**src/rtl/legacy_uart_tx_pkg.sv**
```systemverilog
// Package: shared mode encoding and frame geometry for the legacy UART
// transmitter. Assumes frames never exceed FRAME_W bits.
package legacy_uart_tx_pkg;

    typedef enum logic [1:0] {
        MODE_SYNC   = 2'b00,
        MODE_ASYNC8 = 2'b01,
        MODE_FIX9   = 2'b10,
        MODE_VAR9   = 2'b11
    } tx_mode_e;

    localparam int FRAME_W = 11;
    localparam int IDX_W   = $clog2(FRAME_W);

    // Number of bit periods in a frame of the given format.
    function automatic logic [IDX_W-1:0] frame_len(input tx_mode_e m);
        case (m)
            MODE_SYNC:   frame_len = IDX_W'(8);
            MODE_ASYNC8: frame_len = IDX_W'(10);
            default:     frame_len = IDX_W'(11);
        endcase
    endfunction

    // True when the format takes its bit timing from the system clock.
    function automatic logic internal_rate(input tx_mode_e m);
        internal_rate = (m == MODE_SYNC) || (m == MODE_FIX9);
    endfunction

endpackage

```
**src/rtl/legacy_uart_tx_rate.sv**
```systemverilog
// Bit-rate generator: picks the internal divider or the external tick
// according to the captured mode. Assumes all divider values are >= 2 and
// that the divider restarts on every frame start.
module legacy_uart_tx_rate
    import legacy_uart_tx_pkg::*;
#(
    parameter int DIV_SYNC = 12,
    parameter int DIV_FAST = 32,
    parameter int DIV_SLOW = 64
) (
    input  logic     clk,
    input  logic     rst_n,
    input  logic     start,
    input  logic     active,
    input  tx_mode_e mode_lat,
    input  logic     rate_lat,
    input  logic     baud_tick,
    output logic     bit_tick,
    output logic     first_half
);

    localparam int DIV_MAX  = (DIV_SYNC > DIV_FAST) ?
                              ((DIV_SYNC > DIV_SLOW) ? DIV_SYNC : DIV_SLOW) :
                              ((DIV_FAST > DIV_SLOW) ? DIV_FAST : DIV_SLOW);
    localparam int CNT_W    = $clog2(DIV_MAX);
    localparam int HALF_SYN = DIV_SYNC / 2;

    logic [CNT_W-1:0] cnt;
    logic [CNT_W-1:0] last;
    logic             use_int;

    // Select the divider terminal count for the current format.
    always_comb begin
        if (mode_lat == MODE_SYNC)
            last = CNT_W'(DIV_SYNC - 1);
        else if (rate_lat)
            last = CNT_W'(DIV_FAST - 1);
        else
            last = CNT_W'(DIV_SLOW - 1);
    end

    assign use_int = internal_rate(mode_lat);

    // Divider counter: cleared on frame start, wraps at the terminal count.
    always_ff @(posedge clk) begin
        if (!rst_n)
            cnt <= '0;
        else if (start)
            cnt <= '0;
        else if (active && use_int)
            cnt <= (cnt == last) ? '0 : cnt + 1'b1;
    end

    // Bit advance strobe and shift-clock phase.
    always_comb begin
        if (use_int)
            bit_tick = active && (cnt == last);
        else
            bit_tick = active && baud_tick;
        first_half = (cnt < CNT_W'(HALF_SYN));
    end

endmodule

```
**src/rtl/legacy_uart_tx_shift.sv**
```systemverilog
// Frame shifter: captures byte and controls on an idle write, shifts one
// bit per bit_tick LSB first, and flags the transmit-complete point.
// Assumes bit_tick is only high while active.
module legacy_uart_tx_shift
    import legacy_uart_tx_pkg::*;
(
    input  logic               clk,
    input  logic               rst_n,
    input  logic               wr_en,
    input  logic [7:0]         wr_data,
    input  logic [1:0]         mode,
    input  logic               ninth_bit,
    input  logic               rate_fast,
    input  logic               bit_tick,
    output logic               active,
    output logic               start,
    output tx_mode_e           mode_lat,
    output logic               rate_lat,
    output logic               ser_bit,
    output logic               ti_set,
    output logic [FRAME_W-1:0] shreg
);

    logic [IDX_W-1:0]   idx;
    logic [IDX_W-1:0]   len;
    logic [FRAME_W-1:0] load_val;
    logic               last_bit;

    assign start    = wr_en && !active;
    assign len      = frame_len(mode_lat);
    assign last_bit = (idx == len - 1'b1);

    // Build the frame image for the requested format, bit 0 sent first.
    always_comb begin
        case (tx_mode_e'(mode))
            MODE_SYNC:   load_val = {3'b111, wr_data};
            MODE_ASYNC8: load_val = {2'b11, wr_data, 1'b0};
            default:     load_val = {1'b1, ninth_bit, wr_data, 1'b0};
        endcase
    end

    // Frame state: load on idle write, shift and count on each bit tick.
    always_ff @(posedge clk) begin
        if (!rst_n) begin
            active   <= 1'b0;
            idx      <= '0;
            shreg    <= '1;
            mode_lat <= MODE_SYNC;
            rate_lat <= 1'b0;
        end else if (start) begin
            active   <= 1'b1;
            idx      <= '0;
            shreg    <= load_val;
            mode_lat <= tx_mode_e'(mode);
            rate_lat <= rate_fast;
        end else if (bit_tick) begin
            shreg <= {1'b1, shreg[FRAME_W-1:1]};
            if (last_bit) begin
                active <= 1'b0;
                idx    <= '0;
            end else begin
                idx <= idx + 1'b1;
            end
        end
    end

    // Completion strobe: entry to stop bit, or end of the eighth sync bit.
    always_comb begin
        if (mode_lat == MODE_SYNC)
            ti_set = bit_tick && last_bit;
        else
            ti_set = bit_tick && (idx == len - IDX_W'(2));
    end

    assign ser_bit = active ? shreg[0] : 1'b1;

endmodule

```
**src/rtl/legacy_uart_tx_flag.sv**
```systemverilog
// Transmit-complete flag: sticky set, software clear, set has priority.
module legacy_uart_tx_flag (
    input  logic clk,
    input  logic rst_n,
    input  logic ti_set,
    input  logic ti_clr,
    output logic ti_flag
);

    // Hold the flag until cleared; a simultaneous set wins.
    always_ff @(posedge clk) begin
        if (!rst_n)
            ti_flag <= 1'b0;
        else if (ti_set)
            ti_flag <= 1'b1;
        else if (ti_clr)
            ti_flag <= 1'b0;
    end

endmodule

```
**src/rtl/legacy_uart_tx.sv**
```systemverilog
// Top: four-format legacy UART transmitter. Connects the shifter, the rate
// generator and the completion flag, and forms the shift clock output.
// Assumes baud_tick is a single-cycle enable synchronous to clk.
module legacy_uart_tx
    import legacy_uart_tx_pkg::*;
#(
    parameter int DIV_SYNC = 12,
    parameter int DIV_FAST = 32,
    parameter int DIV_SLOW = 64
) (
    input  logic       clk,
    input  logic       rst_n,
    input  logic       wr_en,
    input  logic [7:0] wr_data,
    input  logic [1:0] mode,
    input  logic       ninth_bit,
    input  logic       rate_fast,
    input  logic       baud_tick,
    input  logic       ti_clr,
    output logic       ser_out,
    output logic       sclk_out,
    output logic       ti_flag
);

    logic               tx_active;
    logic               tx_start;
    tx_mode_e           mode_lat;
    logic               rate_lat;
    logic               bit_tick;
    logic               first_half;
    logic               ti_set;
    logic [FRAME_W-1:0] shreg;

    legacy_uart_tx_shift u_shift (
        .clk       (clk),
        .rst_n     (rst_n),
        .wr_en     (wr_en),
        .wr_data   (wr_data),
        .mode      (mode),
        .ninth_bit (ninth_bit),
        .rate_fast (rate_fast),
        .bit_tick  (bit_tick),
        .active    (tx_active),
        .start     (tx_start),
        .mode_lat  (mode_lat),
        .rate_lat  (rate_lat),
        .ser_bit   (ser_out),
        .ti_set    (ti_set),
        .shreg     (shreg)
    );

    legacy_uart_tx_rate #(
        .DIV_SYNC (DIV_SYNC),
        .DIV_FAST (DIV_FAST),
        .DIV_SLOW (DIV_SLOW)
    ) u_rate (
        .clk        (clk),
        .rst_n      (rst_n),
        .start      (tx_start),
        .active     (tx_active),
        .mode_lat   (mode_lat),
        .rate_lat   (rate_lat),
        .baud_tick  (baud_tick),
        .bit_tick   (bit_tick),
        .first_half (first_half)
    );

    legacy_uart_tx_flag u_flag (
        .clk     (clk),
        .rst_n   (rst_n),
        .ti_set  (ti_set),
        .ti_clr  (ti_clr),
        .ti_flag (ti_flag)
    );

    // Shift clock: low in the first half of each sync-mode bit, else high.
    always_comb begin
        sclk_out = !(tx_active && (mode_lat == MODE_SYNC) && first_half);
    end

endmodule

```
**config.mk**
```make
export PLATFORM = sky130hd
export DESIGN_NAME = legacy_uart_tx
export DESIGN_NICKNAME = d
export VERILOG_FILES = /design/src/rtl/legacy_uart_tx_pkg.sv /design/src/rtl/legacy_uart_tx_rate.sv /design/src/rtl/legacy_uart_tx_shift.sv /design/src/rtl/legacy_uart_tx_flag.sv /design/src/rtl/legacy_uart_tx.sv
export SDC_FILE = /design/constraint.sdc
export NUM_CORES = 1
export LEC_CHECK = 0
export BUFFER_PORTS_ARGS = -buffer_cell sky130_fd_sc_hd__buf_4
export CAP_MARGIN = 20
export CORE_MARGIN = 2
export CORE_UTILIZATION = 55
export CTS_BUF_LIST = sky130_fd_sc_hd__clkbuf_8
export DETAILED_ROUTE_END_ITERATION = 10
export HOLD_SLACK_MARGIN = 0.03
export PLACE_DENSITY = 0.77
export SLEW_MARGIN = 20
export SYNTH_ARGS = -nofsm -noshare
export SYNTH_HDL_FRONTEND = slang
export SYNTH_SLANG_ARGS = --single-unit
```
**constraint.sdc**
```tcl
create_clock -name clk -period 2.39 [get_ports clk]
set_clock_uncertainty 0.1 [all_clocks]
set_input_delay 0.3585 -clock clk [delete_from_list [all_inputs] [get_ports clk]]
set_output_delay 0.3585 -clock clk [all_outputs]
set_load 0.05 [all_outputs]
```
# Yosys cells after proc, flatten, opt, wreduce, memory -nomap -nowiden

Cells that the tools add are included.

Register bits after elaboration: 26
Latch bits: 0
RAM bits: 0
Bits in read-only memories: 0
Bits of input ports: 17
Output and inout port bits: 3
Logic and storage cells: 53
Memories: 0

Add/subtract/negate cells: 4
Multiply operators: 0
Div/mod/pow operators: 0
$lt $le $gt $ge: 1
Equality and inequality tests: 6
Shift-type cells: 0
Muxes and demuxes: 16
Bitwise gates (word level): 1
Reduce and logical (&&, ||, !) cells: 18

Operators with widths:

| kind                                                                  | count |
|---|---|
| 11-bit two-way mux                                                    | 2 |
| 10-bit case mux with 2 select lines                                   | 1 |
| 6-bit two-way mux                                                     | 3 |
| 4-bit equality test                                                   | 2 |
| 1-bit logical AND                                                     | 8 |
| 1-bit two-way mux                                                     | 8 |
| 6-bit by 1-bit adder with 6-bit output, second input constant         | 1 |
| 6-bit equality test                                                   | 1 |
| 6-bit by 3-bit < comparator with 1-bit output, second input constant  | 1 |
| 2-bit nonzero test                                                    | 3 |
| 4-bit by 1-bit adder with 4-bit output, second input constant         | 1 |
| 2-bit by 1-bit equality test with 1-bit output, second input constant | 2 |
| 2-bit zero test                                                       | 2 |
| 4-bit two-way mux                                                     | 1 |
| 2-bit case mux with 2 select lines                                    | 1 |
| 4-bit by 1-bit subtractor with 4-bit output, second input constant    | 1 |
| 4-bit by 2-bit subtractor with 4-bit output, second input constant    | 1 |
| 2-bit equality test, second input constant                            | 1 |
| 1-bit zero test                                                       | 2 |
| 2-bit AND reduction                                                   | 1 |
| 2-bit OR reduction                                                    | 1 |
| 1-bit logical OR                                                      | 1 |
| 1-bit inverter                                                        | 1 |

# Longest topological paths before layout

Word-level depth: 8
Mapped depth: 7
Mapped depth without buffers: 6

# Modules after synthesis

Synthesis repeated with hierarchy kept, for this count alone.

Cell total of the unflattened synthesis: 155
Area total of the unflattened synthesis: 1338.8 µm²

Modules (own cells, without submodules):

| module               | instances | cells an instance | area each (µm²) | seq. area each (µm²) |
|---|---|---|---|---|
| legacy_uart_tx_shift | 1         | 114               | 947.2           | 360.3 |
| legacy_uart_tx_rate  | 1         | 37                | 339.1           | 120.1 |
| legacy_uart_tx_flag  | 1         | 3                 | 41.3            | 20.0 |
| legacy_uart_tx       | 1         | 1                 | 11.3            | 0.0 |

# Worst setup path after synthesis

No wires, ideal clock.

Kind: reg2reg
From: register u_shift.mode_lat[1]
To: register u_shift.shreg[2]
Library setup time: 0.140 ns
Data arrival time: 1.736 ns
Required time: 2.150 ns
Setup slack: 0.414 ns
Stages on the path, launching flop included: 7
Path buffers: 1
Period minus slack after synthesis: 1.976 ns
Cells stage by stage: dfxtp_1 -> or4_4 -> o41ai_4 -> or2_1 -> buf_6 -> mux2i_1 -> o211ai_1

Cells in the longest elaborated chain, start to end: 6
Elaborated cells between the ends (all ways): 8
Those cells by class: eq/ne: 2; mux: 2; reduce/logical: 4

RTL lines:

| item                                    | line                                                | text |
|---|---|---|
| from (decl)                             | legacy_uart_tx_shift.sv:17                          | `output tx_mode_e mode_lat,` |
| from (signal assigned)                  | legacy_uart_tx_shift.sv:54                          | `mode_lat <= tx_mode_e'(mode);` |
| 2-bit zero test                         | legacy_uart_tx_pkg.sv:26, legacy_uart_tx_rate.sv:34 |  |
| 6-bit two-way mux                       | legacy_uart_tx_rate.sv:34                           | `if (mode_lat == MODE_SYNC)` |
| 6-bit equality test                     | legacy_uart_tx_rate.sv:57                           | `bit_tick = active && (cnt == last);` |
| 1-bit logical AND                       | legacy_uart_tx_rate.sv:57                           |  |
| 1-bit two-way mux (*)                   | legacy_uart_tx_rate.sv:56                           | `if (use_int)` |
| 2-bit nonzero test (no source line) (*) | --                                                  |  |
| to (signal assigned)                    | legacy_uart_tx_shift.sv:53                          | `shreg <= load_val;` |
| to (signal assigned)                    | legacy_uart_tx_shift.sv:57                          | `shreg <= {1'b1, shreg[FRAME_W-1:1]};` |
| to (decl)                               | legacy_uart_tx_shift.sv:21                          | `output logic [FRAME_W-1:0] shreg` |

Mark *: on every way between the ends. The rest lies on a longest branch, timed or not.
A chain may end at the register's enable or synchronous reset.

# Final worst setup path

From: register u_rate.cnt[4]
To: output port sclk_out

Cells in the longest elaborated chain, start to end: 3

RTL lines:

| item                                          | line                      | text |
|---|---|---|
| from (decl)                                   | legacy_uart_tx_rate.sv:28 | `logic [CNT_W-1:0] cnt;` |
| from (signal assigned)                        | legacy_uart_tx_rate.sv:51 | `cnt <= (cnt == last) ? '0 : cnt + 1'b1;` |
| 6-bit by 3-bit < comparator with 1-bit output | legacy_uart_tx_rate.sv:60 | `first_half = (cnt < CNT_W'(HALF_SYN));` |
| 1-bit logical AND                             | legacy_uart_tx.sv:78      | `sclk_out = !(tx_active && (mode_lat == MODE_SYNC) && first_half);` |
| 1-bit zero test                               | legacy_uart_tx.sv:78      |  |
| to (decl)                                     | legacy_uart_tx.sv:21      | `output logic sclk_out,` |

Every way passes these cells.

==> reports/qor.txt <==
DRC: 0
Rows: 18
Worst slew margin: 56.57%
Starting DRT DRC Count: 38
slowest stage cell on the critical path: or4_4
ant diodes: 0
FF-to-FF End: u_shift.idx[3]$_SDFFE_PP0P_
vias in the first global route: 1,311
yosys warns: 0
final hold viol count: 0
fill cell count: 197
Psw: 243.2 uW
Buffers on Ports: 19
Area Growth Syn to Fin: 16.71%
die height: 54.86 um
Max Buffers Root-to-Sink: 2
Synth Area per Inst: 8.223 um2
CP Class: register to output pin
CTS Buf Count: 3
R2R cell count: 5
Seq pwr share: 52.2%
first-pass GRT wire length: 5444 um
CTS tree: yes
outcome: completed
worst hold path type: primary input to register
setup TNS: 0 ns
pin count of the biggest net entering global routing: 19
CTS H-tree lvls: 1
sequential area share after synthesis: 35.18%
total grt overflow: 0
top cell type's share of synthesized area: 35.18%
post-synthesis cell area: 1423 um2
end of the worst hold path: u_shift.shreg[9]$_SDFFE_PN1P_
routability cong.: 0.7482
RSZ-0062 raised after global routing: false
Min Hold Slack: 0.2318 ns
Initial DRT Pass Iterations: 5
core area: 2455 um2
max-cap violation count: 0
most frequent cells in the layout: buf_4 (26), dfxtp_1 (25), nand2_1 (23)
unique cell type count in the Yosys netlist: 41
pre-CTS WS: 0.1444 ns
Net Sw Frac: 27.96%
dpl cells: 218
worst setup margin: 0.2309 ns
# hold bufs at CTS: 0
pwr dens: 523.9 nW/um2
post-route ant nets: 0
CP max FO: 4
Root Driver: clkbuf_8
Yosys reg bits: 25
crit end category: output pin
clock slew at reported path FFs: 0.09 ns
Overall Global Routing Usage: 25.06%
Reg2Reg Launch Point: u_rate.cnt[4]$_SDFFE_PP0P_
gate count of the mapped netlist: 173
Max VDD drop: 449.4 uV
min Tclk post-route: 2.159 ns
Routed Wire Length: 3183 um
DR vias: 1,346
crit path DAT: 1.70 ns
Final period util: 90.34%
vias per std cell: 6.063
wire per inst: 14.34 um
Fmax achieved: 463.2 MHz
Area contributors post-synth: dfxtp_1 (35%), o211ai_1 (6.9%), nand2_1 (6.1%), mux2i_1 (4.9%), nand3_1 (4.9%)
clock power share: 29.4%
die width: 54.86 um
Internal: 626.6 uW
fin nets: 212
initial antenna violation count: 0
Reg2Reg Setup Slack: 0.25 ns
Max Slew Vio Count: 0
I/O Pins: 20
Net Count, Synth: 192
total power: 869.8 uW
Yosys top cell by area: dfxtp_1
Leak: 0.0005906 uW
Die Footprint: 3010 um2
most common library cell in the layout ignoring fill and taps: buf_4
hold path depth: 3
HPWL Detailed: 2361 um
WP data required: 1.93 ns
hold path startpoint: ninth_bit
Gate power share: 18.4%
Worst Tran Pin Value: 0.6471 ns
Starting Density: 57.95%
setup violators final: 0
CP Launch Type: register
Sink Count: 25
share of cells above drive strength 1: 18.75%
clk_lat worst skew: 0.27 ns
CP max stage delay: 0.57 ns
non-filler instance count after layout: 222
Post-CTS Setup Inserts: 0
CP Cell Sequence: or4_4 -> a2111o_1 -> buf_4
==> metal layers <==
metal	global-route usage (%)	vias to the layer above	wire, um
met4	10.83	0	64
met3	4.098	8	132
met1	29.40	611	1443
met5	0	-	0
met2	44.25	42	1542
li1	-	685	-
==> Yosys cell counts (all sizes together) <==
cell type,count
a2111o,1
a21boi,4
a21oi,6
a311oi,1
a31oi,1
a32oi,1
a41o,1
and2,1
buf,3
clkbuf,8
dfxtp,25
ha,2
inv,2
mux2i,7
nand2,23
nand2b,3
nand3,14
nand4,5
nand4bb,3
nor2,11
nor2b,2
nor3,1
nor3b,2
nor4,2
nor4b,1
o2111ai,1
o211ai,13
o21ai,14
o221ai,1
o22ai,3
o31ai,2
o41ai,1
or2,1
or4,1
or4b,1
xnor2,2
xor2,3
==> worst max-delay path: cells and delay by family, from the launching register on <==
kind            cells  cell delay (ns)
flops               1             0.35
buf+inv             1             0.20
simple gates        1             0.57
compound gates      1             0.31
==> logic make-up after synthesis <==
kind of cell    count (synthesis)  share of synthesized area [%]
buf+inv                        13                          4.045
compound gates                 50                          25.07
flops                          25                          35.18
simple gates                   71                          25.95
mux                             7                          4.925
fa+ha+maj                       2                          1.759
xor+xnor                        5                          3.079
==> final cells by class <==
class                      count  area [um2]  share of cell area [%]
clock inverter                 1       5.005                  0.3014
clock buffer                   3       41.29                   2.487
inverter                       2       7.507                  0.4521
timing repair buffer          26       195.2                   11.76
tap                           30       37.54                   2.261
sequential                    25       500.5                   30.14
multi-input combinational    135       873.3                   52.60
==> per-stage QoR <==
step,util (%),cell area [um2]
after floorplan,-,1423
after global placement,65.39,1605
after detailed placement,65.39,1605
after CTS,67.28,1652
after global routing,67.64,1660
final,67.64,1660
==> registers in the layout, indices dropped and copies added (netlist names) <==
name              flops
u_shift.mode_lat      2
u_shift.active        1
u_shift.idx           4
u_shift.shreg        10
u_shift.rate_lat      1
u_flag.ti_flag        1
u_rate.cnt            6
==> how the worst max path moves through the flow <==
stage	slack (ns)	cells past startpoint	end	start
4_1_cts	0.13	6	u_shift.idx[0]$_SDFFE_PP0P_	u_rate.cnt[0]$_SDFFE_PP0P_
3_5_place_dp	0.14	6	u_shift.shreg[2]$_SDFFE_PN1P_	u_rate.cnt[1]$_SDFFE_PP0P_
3_3_place_gp	0.25	5	u_shift.shreg[6]$_SDFFE_PN1P_	u_rate.cnt[4]$_SDFFE_PP0P_
2_1_floorplan	0.41	6	u_shift.shreg[2]$_SDFFE_PN1P_	u_shift.mode_lat[1]$_SDFFE_PN0P_
6_report	0.23	3	sclk_out	u_rate.cnt[4]$_SDFFE_PP0P_
5_1_grt	0.04	6	u_shift.idx[3]$_SDFFE_PP0P_	u_rate.cnt[0]$_SDFFE_PP0P_
==> power groups by stage <==
stage / logic [uW] / registers, uW / clock network (uW)
detailed placement: 159 / 463 / 0
global route: 179 / 458 / 270
finish: 160 / 454 / 256
floorplan: 105 / 460 / 0
global placement: 153 / 463 / 0
CTS: 159 / 454 / 255
==> timing repair <==
action | 4_1_cts | 5_1_grt
endpoints found under the setup margin | 0 | 13
resized for setup | 0 | 2
hold endpoints to repair | 0 | 0
(Power assumes the default switching activity.)
